### src/rtl/cegate_pkg.sv
package cegate_pkg;

   // Control states of the chip-enable gate
   typedef enum logic [1:0] {
      GATE_ON    = 2'd0,   // transparent, no fault
      GATE_DRAIN = 2'd1,   // fault seen, access in flight allowed to end
      GATE_OFF   = 2'd2    // closed, select forced inactive
   } gate_state_e;

   // Width of a counter that must reach limit-1
   function automatic int unsigned cnt_width(input int unsigned limit);
      return (limit > 1) ? $clog2(limit) : 1;
   endfunction

endpackage

### src/rtl/cegate_timer.sv
module cegate_timer #(
   parameter int unsigned LIMIT = 15
) (
   input  logic clk,
   input  logic rst_n,
   input  logic run,
   input  logic tick,
   output logic expire
);
   import cegate_pkg::*;

   localparam int unsigned CW = cnt_width(LIMIT);

   generate
      if (LIMIT < 1) begin : g_bad_limit
         $error("cegate_timer: LIMIT must be at least 1");
      end
   endgenerate

   localparam logic [CW-1:0] LAST = CW'(LIMIT - 1);

   logic [CW-1:0] cnt_q;

   assign expire = run && tick && (cnt_q == LAST);

   always_ff @(posedge clk or negedge rst_n) begin
      if (!rst_n) begin
         cnt_q <= '0;
      end else if (!run) begin
         cnt_q <= '0;
      end else if (tick) begin
         cnt_q <= expire ? '0 : cnt_q + 1'b1;
      end
   end

endmodule

### src/rtl/cegate_ctrl.sv
module cegate_ctrl (
   input  logic clk,
   input  logic rst_n,
   input  logic sup_rst,
   input  logic ce_in_n,
   input  logic drain_exp,
   input  logic reopen_exp,
   output logic drain_run,
   output logic reopen_run,
   output logic pass_en
);
   import cegate_pkg::*;

   gate_state_e state_q, state_d;

   always_comb begin
      state_d = state_q;
      unique case (state_q)
         GATE_ON: begin
            if (sup_rst) state_d = ce_in_n ? GATE_OFF : GATE_DRAIN;
         end
         GATE_DRAIN: begin
            if (!sup_rst)                  state_d = GATE_ON;
            else if (ce_in_n || drain_exp) state_d = GATE_OFF;
         end
         GATE_OFF: begin
            if (reopen_exp) state_d = GATE_ON;
         end
         default: state_d = GATE_OFF;
      endcase
   end

   always_ff @(posedge clk or negedge rst_n) begin
      if (!rst_n) state_q <= GATE_ON;
      else        state_q <= state_d;
   end

   assign drain_run  = (state_q == GATE_DRAIN);
   assign reopen_run = (state_q == GATE_OFF) && !sup_rst;
   assign pass_en    = (state_q != GATE_OFF);

endmodule

### src/rtl/ce_write_guard.sv
module ce_write_guard #(
   parameter int unsigned DRAIN_TICKS  = 15,
   parameter int unsigned REOPEN_TICKS = 15
) (
   input  logic clk,
   input  logic rst_n,
   input  logic sup_rst,
   input  logic tick,
   input  logic ce_in_n,
   output logic ce_out_n,
   output logic gate_open
);

   generate
      if (DRAIN_TICKS < 1) begin : g_bad_drain
         $error("ce_write_guard: DRAIN_TICKS must be at least 1");
      end
      if (REOPEN_TICKS < 1) begin : g_bad_reopen
         $error("ce_write_guard: REOPEN_TICKS must be at least 1");
      end
   endgenerate

   logic drain_run, reopen_run;
   logic drain_exp, reopen_exp;
   logic pass_en;

   cegate_ctrl u_ctrl (
      .clk        (clk),
      .rst_n      (rst_n),
      .sup_rst    (sup_rst),
      .ce_in_n    (ce_in_n),
      .drain_exp  (drain_exp),
      .reopen_exp (reopen_exp),
      .drain_run  (drain_run),
      .reopen_run (reopen_run),
      .pass_en    (pass_en)
   );

   cegate_timer #(.LIMIT(DRAIN_TICKS)) u_drain_tmr (
      .clk    (clk),
      .rst_n  (rst_n),
      .run    (drain_run),
      .tick   (tick),
      .expire (drain_exp)
   );

   cegate_timer #(.LIMIT(REOPEN_TICKS)) u_reopen_tmr (
      .clk    (clk),
      .rst_n  (rst_n),
      .run    (reopen_run),
      .tick   (tick),
      .expire (reopen_exp)
   );

   // Combinational pass path: no clock latency while open
   assign ce_out_n  = pass_en ? ce_in_n : 1'b1;
   assign gate_open = pass_en;

endmodule

### config.mk
export PLATFORM = sky130hd
export DESIGN_NAME = ce_write_guard
export DESIGN_NICKNAME = d
export VERILOG_FILES = /design/src/rtl/cegate_pkg.sv /design/src/rtl/cegate_timer.sv /design/src/rtl/cegate_ctrl.sv /design/src/rtl/ce_write_guard.sv
export SDC_FILE = /design/constraint.sdc
export NUM_CORES = 1
export LEC_CHECK = 0
export ABC_AREA = 0
export BUFFER_PORTS_ARGS = -buffer_cell sky130_fd_sc_hd__buf_2
export CELL_PAD_IN_SITES_DETAIL_PLACEMENT = 1
export CELL_PAD_IN_SITES_GLOBAL_PLACEMENT = 1
export CORE_UTILIZATION = 37
export DETAILED_ROUTE_END_ITERATION = 6
export GPL_TIMING_DRIVEN = 0
export PLACE_DENSITY_LB_ADDON = 0.05
export SLEW_MARGIN = 20
export SYNTH_ARGS = -nofsm -noshare
export SYNTH_HDL_FRONTEND = slang
export SYNTH_SLANG_ARGS = --single-unit
### constraint.sdc
create_clock -name clk -period 1.3 [get_ports clk]
set_input_delay 0.13 -clock clk [delete_from_list [all_inputs] [get_ports clk]]
set_output_delay 0.13 -clock clk [all_outputs]
set_load 0.02 [all_outputs]
After elaboration in Yosys (flattened, before gate mapping):

Cells that the tools add are included.

* multiplexer cells: 13
* add/sub/neg operators: 2
* reductions and logical operators: 9
* equality and inequality tests: 10

Operators by type and width (number)
* $mux W4: 6
* $mux W2: 5
* $add A4 B1 Y4 const B: 2
* $eq A4 B4 Y1 const B: 2
* $ne A2 B2 Y1 const B: 4
* $pmux W2 S3: 1
* $logic_and A1 B1 Y1: 5
* $ne A3 B3 Y1 const B: 1
* $reduce_and A3 Y1: 1
* $eq A2 B1 Y1 const B: 1
* $eq A2 B2 Y1 const B: 1
* $logic_not A2 Y1: 1
* $ne A2 B1 Y1 const B: 1
* $logic_not A1 Y1: 1
* $logic_or A1 B1 Y1: 1
* $mux W1: 1

* register bits: 10
* word-level logic and storage cells: 37

Longest topological paths before layout:

Gate-level depths: netlist (run 1).

* word-level depth: 7
* mapped depth: 5
* depth with buffers taken out: 5

Hierarchy:

From an unflattened synthesis (run 1), not the netlist that was laid out.

* cell total of the unflattened synthesis: 67
* area, all modules: 594.3 um^2

Modules (own cells, without submodules)
* cegate_timer: cells each 27, area an instance 239.0 um^2, instances 2
* cegate_ctrl: cells each 12, area an instance 110.1 um^2, instances 1
* ce_write_guard: cells each 1, area an instance 6.3 um^2, instances 1

Worst setup path before layout (run 1):

No wires, ideal clock.

* path kind: register to register
* start: reg u_reopen_tmr.cnt_q[0]
* end: reg u_ctrl.state_q[1]
* setup time: 0.134 ns
* period minus slack after synthesis: 1.266 ns
* data arrival time: 1.132 ns
* stages on the path, launching flop included: 6
* slack: 0.034 ns
* path buffers: 0
* cells stage by stage: dfrtp_1 -> inv_1 -> ha_1 -> nand3_1 -> a2111oi_0 -> nor2b_1

* longest elaborated chain between the ends: 4

Ends and longest elaborated chain
* from (decl): line cegate_timer.sv:22 `logic [CW-1:0] cnt_q;`
* from (signal assigned): line cegate_timer.sv:32 `cnt_q <= expire ? '0 : cnt_q + 1'b1;`
* $eq A4 B4 Y1: line cegate_timer.sv:24 `assign expire = run && tick && (cnt_q == LAST);`
* $logic_and A1 B1 Y1: line cegate_timer.sv:24
* $ne A2 B1 Y1 (no source line)
* $reduce_and A3 Y1 (no source line)
* to (signal assigned): line cegate_ctrl.sv:35 `else state_q <= state_d;`
* to (decl): line cegate_ctrl.sv:14 `gate_state_e state_q, state_d;`

Every way passes these cells.
A chain may end at the register's enable or synchronous reset.

Worst setup path after layout (run 1):

* start: reg u_ctrl.state_q[0]
* end: out ce_out_n

* longest elaborated chain between the ends: 2

Ends and longest elaborated chain
* $ne A2 B2 Y1: line cegate_ctrl.sv:40 `assign pass_en = (state_q != GATE_OFF);`
* $mux W1: line ce_write_guard.sv:56 `assign ce_out_n = pass_en ? ce_in_n : 1'b1;`
* to (decl): line ce_write_guard.sv:10 `output logic ce_out_n,`

Every way passes these cells.

==> results of run 1 <==
-- repair_timing --
action / 4_1_cts / 5_1_grt
buffers inserted: 3 / 2
hold endpoints to repair: 10 / 0
hold buffers: 1 / 0
setup endpoints to repair: 2 / 2
gates resized for setup: 4 / 5
pin swaps: 0 / 1
-- cell usage in the layout, fill, tap and decap left out, drive strengths merged --
cell type,count
ha,4
nor3b,1
or3,1
nand2,7
nand3b,1
nand4,1
mux2i,2
nand3,5
a31oi,3
nor4b,1
buf,11
nor2b,2
a22oi,1
a2111oi,1
and3b,1
a21oi,4
dlygate4sd3,1
nand2b,2
clkbuf,4
nor2,3
o21ai,5
o311ai,1
inv,4
dfrtp,10
or2,1
-- sequential cells by signal, indices dropped and copies added (netlist names) --
signal	cells
u_drain_tmr.cnt_q	4
u_reopen_tmr.cnt_q	4
u_ctrl.state_q	2
-- Yosys cell counts, types with 2 or more instances --
library cell and number:
sky130_fd_sc_hd__dfrtp_1 10, sky130_fd_sc_hd__nand2_1 5, sky130_fd_sc_hd__nand3_1 5, sky130_fd_sc_hd__o21ai_1 5, sky130_fd_sc_hd__ha_1 4, sky130_fd_sc_hd__inv_1 4
sky130_fd_sc_hd__a21oi_1 3, sky130_fd_sc_hd__a31oi_1 3, sky130_fd_sc_hd__nor2_1 3, sky130_fd_sc_hd__mux2i_1 2, sky130_fd_sc_hd__nand2_2 2, sky130_fd_sc_hd__nand2b_1 2
sky130_fd_sc_hd__nor2b_1 2
-- cells by family after synthesis --
kind of cell,Yosys count
adder cells (fa/ha/maj),4
AO/OA/AOI/OAI,15
multiplexers,2
buffers and inverters,5
flip-flops,10
AND/OR/NAND/NOR,26
-- power groups by stage --
| stage | Clock [mW] | Sequential, mW | Combinational (mW) |
|---|---|---|---|
| after floorplan | 0 | 0.329 | 0.0310 |
| after detailed placement | 0 | 0.331 | 0.0506 |
| after CTS | 0.298 | 0.320 | 0.0680 |
| after global placement | 0 | 0.331 | 0.0493 |
| after global routing | 0.308 | 0.323 | 0.0847 |
| final | 0.288 | 0.322 | 0.0730 |
-- cell type report --
| type | instances | share of cell area [%] |
|---|---|---|
| Sequential cell | 10 | 33.1 |
| Buffer | 1 | 1.47 |
| Tap cell | 16 | 2.62 |
| Timing Repair Buffer | 11 | 9.49 |
| Clock buffer | 4 | 4.75 |
| Multi-Input combinational cell | 47 | 46.6 |
| Inverter | 4 | 1.96 |
-- metrics by stage --
step / instances / instance area, um^2 / utilization, % / setup TNS, ns
2_1_floorplan: 62 / 597 / - / 0
3_3_place_gp: 83 / 642 / 42.6 / -0.104
3_5_place_dp: 83 / 642 / 42.6 / -0.132
4_1_cts: 91 / 724 / 48.1 / 0
5_1_grt: 93 / 764 / 50.7 / -0.0146
6_report: 93 / 764 / 50.7 / 0
-- per-layer routing --
layer | vias to the layer above | global-route usage, % | part of all wire [%]
met2 | 3 | 27.7 | 51
met3 | 4 | 3.88 | 2.2
met5 | - | 0 | 0
li1 | 255 | - | -
met1 | 256 | 24.8 | 44
met4 | 0 | 15.0 | 3.0
-- critical path, delay by kind of cell, from the launching register on --
kind / cells / cell delay (ns)
AND/OR/NAND/NOR: 2 / 0.26
flip-flops: 1 / 0.43
buffers and inverters: 1 / 0.15
-- final timing paths --
kind / endpoint / slack [ns]
setup / recovery: ce_out_n / 0.05
hold / removal: u_ctrl.state_q[0] / 0.04
setup reg to reg: u_reopen_tmr.cnt_q[2] / 0.08
hold reg to reg: u_drain_tmr.cnt_q[3] / 0.49
max in group asynchronous: u_ctrl.state_q[0] / 0.83
min in group asynchronous: u_reopen_tmr.cnt_q[2] / 0.25
==> reports/results.tsv, run 1 <==
stage	metric	value	unit
global_routing	GRT Residual Overflow	0	
yosys	share of the yosys chip area belonging to registers	41.9	%
min_path	number of instances on the worst hold path	2	
global_routing	maximum number of pins on one net before global-route repair	11	
power_and_ir_drop	combinational fraction of design power	10.7	%
worst_setup_path	CP Capture Type	primary output	
drt	Routed Wire Length	1400	um
job	max-cap check violation count	0	
global_routing	overall routing resource usage	19.2	%
power_and_ir_drop	power density over the cells	894	nW/um^2
power_and_ir_drop	clock network fraction of total power	42.1	%
cts	count of H-tree levels built during CTS	1	
drt	Pre-Repair DR Iteration Count	4	
worst_setup_path	maximum single-stage delay on the critical path	0.43	ns
yosys	area share of xor/xnor cells in the synthesized design	0	%
placed_design	post-place setup slack	-0.132	ns
placed_design	Port Buffer Count	5	
sta	minimum clock period after layout	1.25	ns
yosys	fraction of synthesis flops using an asynchronous set or reset pin	100	%
status	outcome	complete, no violations	
drt	WL/cell	15.1	um
die	Initial Util	39.6	%
die	boundary pin count	7	
yosys	Synth Area in Simple Gates	25.2	%
yosys	total nets after synthesis	71	
yosys	register bit count reported by yosys	10	
worst_setup_path	cell with the largest stage delay on the worst path	sky130_fd_sc_hd__dfrtp_2	
cts	clock latency at the later pin of the worst-skew pair	0.27	ns
global_routing	wire length of the first global-routing pass	2450	um
cts	maximum root-to-sink buffer count	2	
sta	clk_skew	0.00292	ns
min_path	source of the worst hold timing path	ce_in_n	
sta	post-route fraction of the period consumed by the critical path	96.2	%
sta	fmax	800	MHz
cells_and_area	Layout fillers	176	
min_path	hold crit path type	input pin to register	
yosys	adder-cell share of the synthesized area	8.39	%
worst_setup_path	number of cells on the worst reg-to-reg path	5	
worst_setup_path	start of the worst register-to-register path	u_reopen_tmr.cnt_q[1]	
power_and_ir_drop	Max IR drop VDD	0.000451	V
yosys	dominant combinational cell family by area after synthesis	simple AND/OR/NAND/NOR gates	
cts	clock tree root driver cell	sky130_fd_sc_hd__clkbuf_4	
worst_setup_path	critical path startpoint	u_ctrl.state_q[0]	
drt	residual antenna-violating net count after detailed routing	0	
worst_setup_path	critical setup path kind	register to primary output	
drt	vias post-DR	518	
drt	number of remaining DRC errors	0	
power_and_ir_drop	cell leakage power	0.311	nW
sta	Final WS setup	0.0493	ns
yosys	yosys warns	0	
die	FP Rows	14	
power_and_ir_drop	share of total power in sequential cells	47.2	%
yosys	count of distinct cell types in the synthesized netlist	25	
worst_setup_path	arrival time at the worst endpoint	1.12	ns
die	Die X-Extent	42.2	um
sta	final number of max-transition violations	0	
worst_setup_path	top fanout value on the critical path	4	
worst_setup_path	required time at the worst-slack endpoint	1.17	ns
power_and_ir_drop	Sw Share	23.8	%
global_routing	initial antenna violation count	0	
power_and_ir_drop	Internal Dissipation	0.520	mW
sta	Final Setup Violations	0	
cells_and_area	final net count	87	
yosys	share of the synthesized area in the top cell type	41.9	%
yosys	Synth Cell Area	597	um^2
cts	clock slew at the register clock pins of the worst setup and hold paths	0.07	ns
yosys	post-synthesis compound-gate area fraction	16.8	%
die	overall die area	1780	um^2
yosys	number of flops mapped to enable cells by yosys	0	
sta	Worst Max-Slew Pin Slew	0.298	ns
die	Chip Height	42.2	um
power_and_ir_drop	power dissipated by switching net loads	0.163	mW
cells_and_area	ANT cells	0	
placed_design	detailed-placement wirelength estimate	899	um
sta	final hold violation count	0	
cells_and_area	area of all sequential standard cells	253	um^2
power_and_ir_drop	post-layout total power	0.683	mW
yosys	top cells by area in the synthesized netlist	sky130_fd_sc_hd__dfrtp_1, sky130_fd_sc_hd__ha_1, sky130_fd_sc_hd__nand3_1, sky130_fd_sc_hd__o21ai_1, sky130_fd_sc_hd__mux2i_1	
drt	DR iter-0 viols	3	
cts	total clock sinks	10	
yosys	most area-hungry cell type in the Yosys netlist	sky130_fd_sc_hd__dfrtp_1	
cts	TritonCTS buffer count	3	
cells_and_area	post-synthesis to final-layout area growth	28.1	%
die	area inside the core boundary	1510	um^2
yosys	portion of netlist area occupied by mux cells	3.35	%
sta	worst slew slack as a fraction of its limit	80.1	%
worst_setup_path	Critical Path, Cell by Cell	nand2b_1 -> nand2b_1 -> buf_2	
drt	Via density	5.57	
worst_setup_path	cell repeated most along the worst path	sky130_fd_sc_hd__nand2b_1	
placed_design	weighted congestion reported at the end of routability-driven placement	0.709	
yosys	Mapped Avg Cell Area	9.63	um^2
sta	Post-Route Hold Slack	0.0384	ns
worst_setup_path	Critical Path Source Type	register	
cts	TritonCTS clock tree	done	
cells_and_area	area occupied by multi-input gates	357	um^2
yosys	Mapped Cells	62	
cells_and_area	fraction of layout cells with a size suffix above 1	35.1	%
yosys	commonest register cell after synthesis	sky130_fd_sc_hd__dfrtp_1	
global_routing	number of global-route vias before repair	527	
(Power assumes the default switching activity.)
==> run 2, diff against run 1 <==
Settings changed: CORE_MARGIN from default to 4, SKIP_CTS_REPAIR_TIMING from default to 1.
==> run 2 against run 1 <==
  * Via count fell by 1.4%
  * Flip-flop and latch count stayed put
  * Total power down 0.30%
  * Utilization is 2.7 points lower
  * Wire length fell by 1.3%
  * Worst setup slack improved by 0.0069 ns
  * Largest cell class unchanged
  * Critical path depth rose by 2
==> reports/results.tsv, run 2 (same netlist as run 1, synthesis figures left out) <==
stage	metric	value	unit	change
sta	clk_skew	0.00735	ns	was 0.00292 ns
sta	final hold violation count	0		unchanged
cells_and_area	final design utilization	48.0	%	was 50.7%
power_and_ir_drop	cell leakage power	0.287	nW	was 0.311 nW
cells_and_area	area occupied by multi-input gates	353	um^2	was 357 um^2
job	max-cap check violation count	0		unchanged
worst_setup_path	Critical Path Source Type	register		unchanged
min_path	number of instances on the worst hold path	2		unchanged
power_and_ir_drop	combinational fraction of design power	9.0	%	was 10.7%
min_path	hold crit path type	input pin to register		unchanged
cts	TritonCTS buffer count	3		unchanged
global_routing	GRT Residual Overflow	0		unchanged
sta	unrepaired setup endpoints after global routing	yes		
global_routing	wire length of the first global-routing pass	2250	um	was 2450 um
power_and_ir_drop	post-layout total power	0.681	mW	was 0.683 mW
sta	Post-Route Hold Slack	0.0431	ns	was 0.0384 ns
power_and_ir_drop	share of total power in sequential cells	47.8	%	was 47.2%
power_and_ir_drop	Max IR drop VDD	0.000543	V	was 0.000451 V
cells_and_area	most common library cell in the layout ignoring fill and taps	sky130_fd_sc_hd__dfrtp_1		unchanged
sta	fmax	804	MHz	was 800 MHz
cells_and_area	Layout fillers	181		was 176
placed_design	area post-placement	642	um^2	unchanged
sta	Final Setup Violations	0		unchanged
cts	maximum root-to-sink buffer count	2		unchanged
cells_and_area	fraction of layout cells with a size suffix above 1	35.6	%	was 35.1%
die	Chip Height	48.2	um	was 42.2 um
cells_and_area	commonest cells after routing, fill and taps aside	sky130_fd_sc_hd__dfrtp_1, sky130_fd_sc_hd__nand2_1, sky130_fd_sc_hd__o21ai_1, sky130_fd_sc_hd__buf_2, sky130_fd_sc_hd__inv_1		was sky130_fd_sc_hd__dfrtp_1, sky130_fd_sc_hd__nand2_1, sky130_fd_sc_hd__o21ai_1, sky130_fd_sc_hd__buf_2, sky130_fd_sc_hd__buf_4
worst_setup_path	maximum single-stage delay on the critical path	0.44	ns	was 0.43 ns
die	Die X-Extent	48.2	um	was 42.2 um
power_and_ir_drop	power dissipated by switching net loads	0.165	mW	was 0.163 mW
drt	DR iter-0 viols	4		was 3
power_and_ir_drop	clock network fraction of total power	43.1	%	was 42.1%
sta	post-route fraction of the period consumed by the critical path	95.7	%	was 96.2%
worst_setup_path	R2R setup slack	0.06	ns	was 0.08 ns
worst_setup_path	Critical Path, Cell by Cell	inv_1 -> ha_2 -> nand3_2 -> a2111oi_2 -> nor2b_1		was nand2b_1 -> nand2b_1 -> buf_2
placed_design	Port Buffer Count	5		unchanged
die	overall die area	2320	um^2	was 1780 um^2
worst_setup_path	cell with the largest stage delay on the worst path	sky130_fd_sc_hd__dfrtp_2		unchanged
worst_setup_path	number of cells on the worst reg-to-reg path	5		unchanged
cts	TritonCTS clock tree	done		unchanged
drt	vias post-DR	511		was 518
drt	number of remaining DRC errors	0		unchanged
die	Initial Util	39.2	%	was 39.6%
min_path	hold path endpoint	u_ctrl.state_q[0]		unchanged
cells_and_area	summed area of non-filler cells in the final layout	732	um^2	was 764 um^2
cells_and_area	ANT cells	0		unchanged
drt	residual antenna-violating net count after detailed routing	0		unchanged
drt	Pre-Repair DR Iteration Count	3		was 4
global_routing	overall routing resource usage	14.4	%	was 19.2%
die	boundary pin count	7		unchanged
power_and_ir_drop	Internal Dissipation	0.516	mW	was 0.520 mW
global_routing	number of global-route vias before repair	507		was 527
cells_and_area	area of all sequential standard cells	254	um^2	was 253 um^2
worst_setup_path	critical setup path kind	register to register		was register to primary output
cells_and_area	registers with the most flip-flops	u_drain_tmr.cnt_q x4, u_reopen_tmr.cnt_q x4, u_ctrl.state_q x2		unchanged
drt	WL/cell	15.6	um	was 15.1 um
worst_setup_path	required time at the worst-slack endpoint	1.46	ns	was 1.17 ns
cts	clock latency at the later pin of the worst-skew pair	0.28	ns	was 0.27 ns
placed_design	weighted congestion reported at the end of routability-driven placement	0.751		was 0.709
die	FP Rows	14		unchanged
cts	count of H-tree levels built during CTS	1		unchanged
worst_setup_path	top fanout value on the critical path	5		was 4
cells_and_area	final net count	83		was 87
worst_setup_path	kind of cell adding the most delay to the critical path	flip-flops		unchanged
global_routing	initial antenna violation count	0		unchanged
min_path	source of the worst hold timing path	ce_in_n		unchanged
sta	worst slew slack as a fraction of its limit	79.7	%	was 80.1%
global_routing	maximum number of pins on one net before global-route repair	11		unchanged
cells_and_area	post-synthesis to final-layout area growth	22.6	%	was 28.1%
worst_setup_path	worst reg2reg endpoint	u_ctrl.state_q[1]		was u_reopen_tmr.cnt_q[2]
cts	clock slew at the register clock pins of the worst setup and hold paths	0.07	ns	about the same
cts	clock tree root driver cell	sky130_fd_sc_hd__clkbuf_4		unchanged
worst_setup_path	start of the worst register-to-register path	u_reopen_tmr.cnt_q[0]		was u_reopen_tmr.cnt_q[1]
worst_setup_path	arrival time at the worst endpoint	1.40	ns	was 1.12 ns
worst_setup_path	CP Capture Type	register		was primary output
sta	Worst Max-Slew Pin Slew	0.303	ns	was 0.298 ns
drt	Routed Wire Length	1380	um	was 1400 um
power_and_ir_drop	Sw Share	24.2	%	was 23.8%
die	area inside the core boundary	1520	um^2	was 1510 um^2
cts	total clock sinks	10		unchanged
sta	minimum clock period after layout	1.24	ns	was 1.25 ns
sta	final number of max-transition violations	0		unchanged
placed_design	detailed-placement wirelength estimate	988	um	was 899 um
worst_setup_path	Buf/Inv on CP	1		unchanged
status	outcome	complete, no violations		unchanged
power_and_ir_drop	power density over the cells	930	nW/um^2	was 894 nW/um^2
drt	Via density	5.74		was 5.57
==> run 2: how the worst max path moves through the flow <==
stage	to	depth (start not counted)	from
2_1_floorplan	u_ctrl.state_q[1]	5	u_reopen_tmr.cnt_q[0]
3_3_place_gp	u_ctrl.state_q[1]	5	u_reopen_tmr.cnt_q[0]
3_5_place_dp	u_ctrl.state_q[1]	5	u_reopen_tmr.cnt_q[0]
4_1_cts	u_ctrl.state_q[1]	5	u_reopen_tmr.cnt_q[0]
5_1_grt	u_ctrl.state_q[1]	5	u_reopen_tmr.cnt_q[0]
6_report	u_ctrl.state_q[1]	5	u_reopen_tmr.cnt_q[0]
==> run 2: final cells by class <==
cell class	count	share of cell area (%)
multi-input combinational	47	48.2
inverter	4	2.05
buffer	1	1.54
tap	16	2.74
clock buffer	4	4.96
sequential	10	34.7
timing repair buffer	7	5.81
==> run 2: routing by layer <==
| metal | track usage, % | share of wire, % | up-vias |
|---|---|---|---|
| met2 | 21.6 | 50 | 12 |
| met3 | 5.54 | 4.8 | 5 |
| li1 | - | - | 245 |
| met4 | 8.06 | 2.6 | 0 |
| met1 | 17.6 | 42 | 249 |
| met5 | 0 | 0 | - |
==> run 2: worst reg2reg max path, cell delays in order, from the launching register on <==
cell and delay [ns]:
sky130_fd_sc_hd__dfrtp_2 0.44, sky130_fd_sc_hd__inv_1 0.08, sky130_fd_sc_hd__ha_2 0.21, sky130_fd_sc_hd__nand3_2 0.09, sky130_fd_sc_hd__a2111oi_2 0.22, sky130_fd_sc_hd__nor2b_1 0.08
==> run 2: stage by stage <==
stage	instances	setup TNS, ns	worst slack, ns
floorplan	62	0	0.0339
global placement	83	-0.0981	-0.0981
detailed placement	83	-0.141	-0.134
CTS	87	-0.205	-0.151
global route	89	-0.0591	-0.0407
finish	89	0	0.0563
==> run 2: power groups by stage <==
stage               sequential, mW  combinational (mW)  clock, mW
floorplan                    0.329              0.0310          0
global placement             0.331              0.0497          0
detailed placement           0.332              0.0515          0
CTS                          0.326              0.0516      0.307
global route                 0.327              0.0680      0.318
finish                       0.326              0.0614      0.294
==> run 3, diff against run 2 <==
Settings changed: CORE_UTILIZATION 37 to 29.
==> run 3 against run 2 <==
  * Critical path type is now register to primary output
  * Wire length shrank 4.3%
  * Design area grew 5.6%
  * Final cell count grew 15%
  * Non-clock buffer count grew 2
  * Utilization shrank 8.6 points
  * Clock-buffer cell count is the same
  * Largest cell class unchanged
  * Flip-flop and latch count is the same
  * Register-to-register slack gained 0.07 ns
  * Clock power shrank 2%
  * Via count shrank 3.5%
  * Sequential share of layout area shrank 1.7 points
  * Total power shrank 0.36%
==> reports/results.tsv, run 3 (same netlist as run 1, synthesis figures left out) <==
stage	metric	value	unit	change
status	outcome	complete, no violations		unchanged
sta	clk_skew	0.00167	ns	was 0.00735 ns
cells_and_area	ANT cells	0		unchanged
cells_and_area	final design utilization	39.4	%	was 48.0%
global_routing	GRT Residual Overflow	0		unchanged
global_routing	maximum number of pins on one net before global-route repair	11		unchanged
placed_design	weighted congestion reported at the end of routability-driven placement	0.709		was 0.751
worst_setup_path	Critical Path Source Type	register		unchanged
worst_setup_path	cell repeated most along the worst path	sky130_fd_sc_hd__nand2b_1		
sta	Final Setup Violations	0		unchanged
cells_and_area	commonest cells after routing, fill and taps aside	sky130_fd_sc_hd__dfrtp_1, sky130_fd_sc_hd__nand2_1, sky130_fd_sc_hd__o21ai_1		was sky130_fd_sc_hd__dfrtp_1, sky130_fd_sc_hd__nand2_1, sky130_fd_sc_hd__o21ai_1, sky130_fd_sc_hd__buf_2, sky130_fd_sc_hd__inv_1
worst_setup_path	critical setup path kind	register to primary output		was register to register
cts	clock tree root driver cell	sky130_fd_sc_hd__clkbuf_4		unchanged
cts	clock slew at the register clock pins of the worst setup and hold paths	0.07	ns	about the same
worst_setup_path	CP Capture Type	primary output		was register
cells_and_area	summed area of non-filler cells in the final layout	773	um^2	was 732 um^2
cells_and_area	final net count	85		was 83
worst_setup_path	arrival time at the worst endpoint	1.09	ns	was 1.40 ns
cts	clock latency at the later pin of the worst-skew pair	0.27	ns	was 0.28 ns
power_and_ir_drop	power density over the cells	878	nW/um^2	was 930 nW/um^2
cts	maximum root-to-sink buffer count	2		unchanged
worst_setup_path	top fanout value on the critical path	5		unchanged
cts	total clock sinks	10		unchanged
sta	Post-Route Hold Slack	0.0328	ns	was 0.0431 ns
sta	final number of max-transition violations	0		unchanged
drt	Pre-Repair DR Iteration Count	4		was 3
cells_and_area	most common library cell in the layout ignoring fill and taps	sky130_fd_sc_hd__dfrtp_1		unchanged
placed_design	detailed-placement wirelength estimate	940	um	was 988 um
power_and_ir_drop	Max IR drop VDD	0.000509	V	was 0.000543 V
sta	worst slew slack as a fraction of its limit	80.7	%	was 79.7%
drt	Routed Wire Length	1320	um	was 1380 um
worst_setup_path	Buf/Inv on CP	1		unchanged
worst_setup_path	required time at the worst-slack endpoint	1.17	ns	was 1.46 ns
die	boundary pin count	7		unchanged
min_path	hold crit path type	input pin to register		unchanged
drt	DR iter-0 viols	9		was 4
sta	aggregate negative setup slack	0	ns	unchanged
cts	count of H-tree levels built during CTS	1		unchanged
placed_design	Port Buffer Count	5		unchanged
power_and_ir_drop	cell leakage power	0.299	nW	was 0.287 nW
global_routing	wire length of the first global-routing pass	2260	um	was 2250 um
job	max-cap check violation count	0		unchanged
sta	post-route fraction of the period consumed by the critical path	94.0	%	was 95.7%
worst_setup_path	kind of cell adding the most delay to the critical path	flip-flops		unchanged
placed_design	area post-placement	656	um^2	was 642 um^2
sta	Worst Max-Slew Pin Slew	0.288	ns	was 0.303 ns
cells_and_area	post-synthesis to final-layout area growth	29.6	%	was 22.6%
worst_setup_path	maximum single-stage delay on the critical path	0.43	ns	was 0.44 ns
sta	final hold violation count	0		unchanged
drt	residual antenna-violating net count after detailed routing	0		unchanged
sta	fmax	818	MHz	was 804 MHz
drt	number of remaining DRC errors	0		unchanged
die	area inside the core boundary	1960	um^2	was 1520 um^2
die	Initial Util	30.4	%	was 39.2%
drt	WL/cell	13.0	um	was 15.6 um
cts	TritonCTS clock tree	done		unchanged
global_routing	initial antenna violation count	0		unchanged
die	overall die area	2850	um^2	was 2320 um^2
worst_setup_path	cell with the largest stage delay on the worst path	sky130_fd_sc_hd__dfrtp_2		unchanged
global_routing	overall routing resource usage	11.3	%	was 14.4%
die	FP Rows	16		was 14
global_routing	number of global-route vias before repair	474		was 507
cells_and_area	fraction of layout cells with a size suffix above 1	37.3	%	was 35.6%
worst_setup_path	Critical Path, Cell by Cell	nand2b_1 -> nand2b_1 -> buf_4		was inv_1 -> ha_2 -> nand3_2 -> a2111oi_2 -> nor2b_1
die	Chip Height	53.4	um	was 48.2 um
cts	TritonCTS buffer count	3		unchanged
drt	vias post-DR	493		was 511
cells_and_area	registers with the most flip-flops	u_drain_tmr.cnt_q x4, u_reopen_tmr.cnt_q x4, u_ctrl.state_q x2		unchanged
sta	unrepaired setup endpoints after global routing	no		was yes
sta	minimum clock period after layout	1.22	ns	was 1.24 ns
drt	Via density	4.83		was 5.74
cells_and_area	Layout fillers	247		was 181
die	Die X-Extent	53.4	um	was 48.2 um
==> run 3: metrics by stage <==
step / std cells / total power, mW / setup slack (ns)
floorplan: 62 / 0.360 / 0.0339
global placement: 94 / 0.382 / -0.115
detailed placement: 94 / 0.382 / -0.145
CTS: 98 / 0.674 / -0.145
global route: 102 / 0.712 / 0.00233
finish: 102 / 0.679 / 0.0779
==> run 3: routing by layer <==
| layer | vias up | GRT usage, % | part of all wire (%) |
|---|---|---|---|
| li1 | 247 | - | - |
| met1 | 235 | 14.9 | 51 |
| met2 | 9 | 15.9 | 43 |
| met3 | 2 | 5.35 | 5.0 |
| met4 | 0 | 3.83 | 0.91 |
| met5 | - | 0 | 0 |
==> run 3: where the power goes <==
| group | switching, mW | internal (mW) | total, mW |
|---|---|---|---|
| sequential | 0.00935 | 0.317 | 0.326 |
| combinational | 0.0339 | 0.0301 | 0.0640 |
| clock | 0.118 | 0.170 | 0.288 |
==> run 3: cell type report <==
class | count | area, um^2 | share of cell area [%]
Timing Repair Buffer | 9 | 60.1 | 7.77
Sequential cell | 10 | 255 | 33.0
Clock buffer | 4 | 36.3 | 4.69
Multi-Input combinational cell | 47 | 362 | 46.8
Tap cell | 27 | 33.8 | 4.37
Buffer | 1 | 11.3 | 1.46
Inverter | 4 | 15.0 | 1.94
==> run 3: worst paths after layout <==
check	slack (ns)	to	cells past startpoint	from
setup reg to reg	0.13	u_drain_tmr.cnt_q[2]	5	u_drain_tmr.cnt_q[0]
hold reg to reg	0.52	u_drain_tmr.cnt_q[3]	1	u_drain_tmr.cnt_q[3]
max in group asynchronous	0.84	u_ctrl.state_q[1]	2	rst_n
hold / removal	0.03	u_ctrl.state_q[0]	2	ce_in_n
setup / recovery	0.08	ce_out_n	3	u_ctrl.state_q[0]
min in group asynchronous	0.25	u_reopen_tmr.cnt_q[2]	2	rst_n
==> run 3: worst reg2reg max path: stages, from the launching register on <==
cell and delay [ns]:
sky130_fd_sc_hd__dfrtp_2 0.41, sky130_fd_sc_hd__inv_1 0.06, sky130_fd_sc_hd__ha_1 0.21, sky130_fd_sc_hd__nand3_2 0.11, sky130_fd_sc_hd__nand2_2 0.09, sky130_fd_sc_hd__o311ai_2 0.21
